## src/rtl/hsrc_pkg.sv

```systemverilog
package hsrc_pkg;
  localparam int unsigned DWORD_W = 32;
  typedef logic [DWORD_W-1:0] dword_t;
endpackage

```

## src/rtl/hsrc_gate.sv

```systemverilog
module hsrc_gate #(
  parameter int unsigned LEFT_W = 16
) (
  input  logic              clk,
  input  logic              rst,
  input  logic              wr_en,
  input  logic              xfer_start,
  input  logic [LEFT_W-1:0] xfer_need,
  input  logic              xfer_active,
  input  logic              full,
  output logic              accept,
  output logic [LEFT_W-1:0] left
);
  logic need_more;

  assign need_more = (left != '0);
  assign accept    = wr_en & xfer_active & need_more & ~full & ~xfer_start;

  always_ff @(posedge clk) begin
    if (rst) begin
      left <= '0;
    end else if (xfer_start) begin
      left <= xfer_need;
    end else if (accept) begin
      left <= left - 1'b1;
    end
  end
endmodule

```

## src/rtl/hsrc_store.sv

```systemverilog
module hsrc_store
  import hsrc_pkg::*;
#(
  parameter int unsigned DEPTH   = 16,
  parameter int unsigned LINE_DW = 8,
  localparam int unsigned AW     = $clog2(DEPTH),
  localparam int unsigned LW     = AW + 1
) (
  input  logic          clk,
  input  logic          rst,
  input  logic          flush,
  input  logic          push,
  input  dword_t        push_data,
  input  logic          pop_ready,
  output logic          pop_valid,
  output dword_t        pop_data,
  output logic          full,
  output logic          empty,
  output logic          half,
  output logic [LW-1:0] level
);
  localparam logic [LW-1:0] FULL_LVL = LW'(DEPTH);
  localparam logic [LW-1:0] HALF_LVL = LW'(DEPTH - LINE_DW);

  dword_t          mem [DEPTH];
  logic [AW-1:0]   wptr;
  logic [AW-1:0]   rptr;
  logic            pop;

  assign empty     = (level == '0);
  assign full      = (level == FULL_LVL);
  assign half      = (level <= HALF_LVL);
  assign pop_valid = ~empty;
  assign pop       = pop_ready & ~empty & ~flush;
  assign pop_data  = mem[rptr];

  always_ff @(posedge clk) begin
    if (push) begin
      mem[wptr] <= push_data;
    end
  end

  always_ff @(posedge clk) begin
    if (rst || flush) begin
      wptr  <= '0;
      rptr  <= '0;
      level <= '0;
    end else begin
      if (push) wptr <= wptr + 1'b1;
      if (pop)  rptr <= rptr + 1'b1;
      case ({push, pop})
        2'b10:   level <= level + 1'b1;
        2'b01:   level <= level - 1'b1;
        default: level <= level;
      endcase
    end
  end
endmodule

```

## src/rtl/hsrc_fifo.sv

```systemverilog
module hsrc_fifo
  import hsrc_pkg::*;
#(
  parameter int unsigned DEPTH   = 16,
  parameter int unsigned LINE_DW = 8,
  parameter int unsigned LEFT_W  = 16,
  localparam int unsigned LW     = $clog2(DEPTH) + 1
) (
  input  logic              clk,
  input  logic              rst,
  input  logic              wr_en,
  input  logic [31:0]       wr_data,
  input  logic              xfer_start,
  input  logic [LEFT_W-1:0] xfer_need,
  input  logic              xfer_active,
  input  logic              next_pend,
  input  logic              pop_ready,
  output logic              pop_valid,
  output logic [31:0]       pop_data,
  output logic              fifo_full,
  output logic              fifo_empty,
  output logic              half_empty,
  output logic              busy,
  output logic [LEFT_W-1:0] dwords_left
);
  logic          accept;
  logic [LW-1:0] level;

  hsrc_gate #(.LEFT_W(LEFT_W)) u_gate (
    .clk        (clk),
    .rst        (rst),
    .wr_en      (wr_en),
    .xfer_start (xfer_start),
    .xfer_need  (xfer_need),
    .xfer_active(xfer_active),
    .full       (fifo_full),
    .accept     (accept),
    .left       (dwords_left)
  );

  hsrc_store #(.DEPTH(DEPTH), .LINE_DW(LINE_DW)) u_store (
    .clk       (clk),
    .rst       (rst),
    .flush     (xfer_start),
    .push      (accept),
    .push_data (wr_data),
    .pop_ready (pop_ready),
    .pop_valid (pop_valid),
    .pop_data  (pop_data),
    .full      (fifo_full),
    .empty     (fifo_empty),
    .half      (half_empty),
    .level     (level)
  );

  always_ff @(posedge clk) begin
    if (rst) busy <= 1'b0;
    else     busy <= next_pend;
  end
endmodule

```

## config.mk

```make
export PLATFORM = sky130hd
export DESIGN_NAME = hsrc_fifo
export DESIGN_NICKNAME = d
export VERILOG_FILES = /design/src/rtl/hsrc_pkg.sv /design/src/rtl/hsrc_gate.sv /design/src/rtl/hsrc_store.sv /design/src/rtl/hsrc_fifo.sv
export SDC_FILE = /design/constraint.sdc
export NUM_CORES = 1
export LEC_CHECK = 0
export ABC_AREA = 0
export BUFFER_PORTS_ARGS = -buffer_cell sky130_fd_sc_hd__buf_2
export CAP_MARGIN = 30
export CELL_PAD_IN_SITES_DETAIL_PLACEMENT = 0
export CELL_PAD_IN_SITES_GLOBAL_PLACEMENT = 2
export CORE_MARGIN = 10
export CORE_UTILIZATION = 40
export CTS_CLUSTER_SIZE = 10
export DETAILED_ROUTE_END_ITERATION = 12
export PLACE_DENSITY = 0.74
export SLEW_MARGIN = 20
export SYNTH_ARGS = -nofsm -noshare
export SYNTH_HDL_FRONTEND = slang
export SYNTH_HIERARCHICAL = 1
export SYNTH_SLANG_ARGS = --single-unit
```

## constraint.sdc

```tcl
create_clock -name clk -period 8.9 [get_ports clk]
set_input_delay 0 -clock clk [delete_from_list [all_inputs] [get_ports clk]]
set_output_delay 0 -clock clk [all_outputs]
set_load 0.03 [all_outputs]
```

==> results_dict.tcl <==
set metrics [dict create \
    cp_common_cell "ha_1" \
    post-route-period-util 0.462 \
    io_pins 108 \
    grtUsageMet2 0.226 \
    worstMarginPinSlew_ns 1.05 \
    die_area_um2 62600 \
    grt_usage 0.139 \
    clk-insertion-delay-late_ns 0.60 \
    gr-usage-met3 0.0340 \
    worstHoldStart "xfer_start" \
    die_h_um 250 \
    setup_viol 0 \
    fin_tns_setup_ns 0 \
    synth_warnings 6 \
    clock_sinks 546 \
    outcome "finished clean" \
    vdd_drop_max_mv 0.147 \
    endpoint_kind "register" \
    place.gp.congestion 0.782 \
    critPathTopFamily "simple AND/OR/NAND/NOR gates" \
    critPathMaxStageDelay_ns 0.68 \
    fin_crit_ns 4.11 \
    drc 0 \
    ant_nets 0 \
    drt-total-wl_um 44100 \
    synth_ff_type "edfxtp_1" \
    power.density_nw_per_um2 204 \
    layout-drive-gt1-share 0.286 \
    yosysUniqueCellTypes 59 \
    p_total_mw 5.16 \
    coreArea_um2 52600 \
    rsz0062_at_grt "false" \
    crit_type "reg2reg" \
    ys_seq_elements 546 \
    overflow 0 \
    rr_startpoint "u_gate/left[0]$_SDFFE_PP0P_" \
    slew_viol_final 0 \
    cp_num_buf_inv 2 \
    initial_core_util 0.404 \
    cts_setup_buffers 0 \
    power.leakage_nw 8.08 \
    gr-usage-met1 0.184 \
    crit_arrival_ns 4.59 \
    post-dp-hpwl_um 26100 \
    path_cells "inv_1, ha_1, nor4b_1, and4_1, nor3_1, inv_1, ha_1, xor2_1, ha_1, a21oi_1, o32ai_4, mux2i_1, or4_1" \
    layout_common_cells "edfxtp_1 (512), mux4_2 (128), buf_2 (107), dlygate4sd3_1 (69), a22oi_1 (64)" \
    clkTransAtPathRegs_ns 0.06 \
    slew_headroom 0.299 \
    seq_area_frac_synth 0.757 \
    async_flop_share 0 \
    final_common_cell "edfxtp_1" \
    skew_ns 0.0154 \
    cts_tree "done" \
    synth_enable_flop_cells 512 \
    via_per_inst 5.44 \
    critPathLaunchType "register" \
    dr.pass1.iters 5 \
    clockRootBuffer "clkbuf_16" \
    post_drt_wl_per_cell_um 22.6 \
    cts.htree.levels 2 \
    crit_fanout 11 \
    synth_nets 1099 \
    cts.path.max_buffers 3 \
    drt_iter0_drc 726 \
    port_buffers 107 \
    via_count 10600 \
    cap_violations 0 \
    grt_antenna_before_repair 2 \
    areaGrowthSynthToFinish_pct 19.1 \
    avgSynthCellArea_um2 20.5 \
    crit_path_top_delay_cell "nor3_1" \
    grt_pass1_wl_um 68000 \
    hold_violations 0 \
    required_ns 9.38 \
    num_rows 84 \
    busiest_layer "met2" \
    syn_inst 1035 \
    numCtsBuffers 61 \
    die_w_um 250 \
    synth_area_um2 21200 \
    r2r_setup_slack_ns 4.79 \
    cts_resized 0 \
    first_global_vias 11300 \
    hp-class "in2reg" \
    num-nets-final 1304 \
    clock.fmax_mhz 243 \
    grt_max_degree 109 \
    startpoint "u_gate/left[0]$_SDFFE_PP0P_" \
]
## worst min-delay path, cell delays in order
cell	delay, ns
buf_2	0.39
or3_1	0.18
mux2i_1	0.06
## stage by stage
stage               setup WS [ns]  hold slack [ns]   util  cell area, um^2  instances
floorplan                    5.01           0.0643      -            21200       1035
global placement             4.93            0.220  0.427            22500       1778
detailed placement           4.80            0.225  0.434            22800       1792
CTS                          4.80           0.0602  0.479            25200       1942
global route                 4.56            0.157  0.481            25300       1948
finish                       4.79           0.0777  0.481            25300       1948
## report_power, final
part | total, mW | leakage [nW] | internal, mW | switching [mW]
logic | 0.170 | 2.38 | 0.0663 | 0.104
registers | 2.83 | 4.89 | 2.82 | 0.0114
clock network | 2.16 | 0.811 | 1.26 | 0.899
## state kept, by name, indices dropped and copies added (netlist names), named ones only
name and count:
u_store/mem 512, u_store/rptr 4, u_store/level 5, busy 1, u_gate/left 16, u_store/wptr 4
## path summary, 6_finish.rpt
path / endpoint / depth (start not counted)
min reg2reg: u_store/rptr[3]$_SDFFE_PP0N_ / 2
max: u_store/level[4]$_SDFFE_PP0P_ / 13
min: u_store/level[3]$_SDFFE_PP0P_ / 3
max reg2reg: u_store/level[4]$_SDFFE_PP0P_ / 13
## layer usage
| layer | vias to the layer above | part of all wire | routed length, um |
|---|---|---|---|
| li1 | 4725 | - | - |
| met1 | 5549 | 0.44 | 19300 |
| met2 | 261 | 0.48 | 21300 |
| met3 | 61 | 0.061 | 2680 |
| met4 | 0 | 0.017 | 737 |
| met5 | - | 0 | 0 |
## cell type report
class / instances / area, um^2
multi-input combinational: 419 / 4900
fill: 4319 / 27300
antenna: 2 / 5.00
timing repair buffer: 197 / 1720
clock buffer: 76 / 1640
inverter: 15 / 56.3
tap: 688 / 861
clock inverter: 5 / 25.0
sequential: 546 / 16100
## cells in the mapped netlist, drive strengths merged, types with 5 or more instances
library cell,n,area [um^2]
mux2i,5,50.1
buf,16,92.6
and2,18,113
or3,10,63.8
nand3,6,30.0
mux4,128,2880
a221oi,5,43.8
nor2b,5,38.8
nor3,7,35.0
inv,14,52.6
a22oi,64,480
edfxtp,512,15400
a21oi,9,45.0
nand2,42,158
a311oi,7,61.3
nor2,27,101
nor4,6,65.1
ha,9,113
or4,11,87.6
o21ai,8,43.8
nand4,5,31.3
clkbuf,39,146
dfxtp,34,681
xor2,7,61.3
o211ai,5,42.5
## repair_timing
item | CTS | global route
endpoints found under the setup margin | 0 | 0
hold buffers | 69 | 0
hold endpoints to repair | 537 | 0
## cell families (layout without fill, tap and decap cells)
kind of cell	after synthesis	in the layout	share of synthesized area
flip-flops	546	546	0.757
AND/OR/NAND/NOR	155	155	0.0406
multiplexers	133	133	0.138
AO/OA/AOI/OAI	113	113	0.0411
buffers and inverters	70	293	0.0139
adder cells (fa/ha/maj)	9	9	0.00531
XOR/XNOR	9	9	0.00372
other	0	2	0
Note: power is estimated with default switching activity, not from simulation.
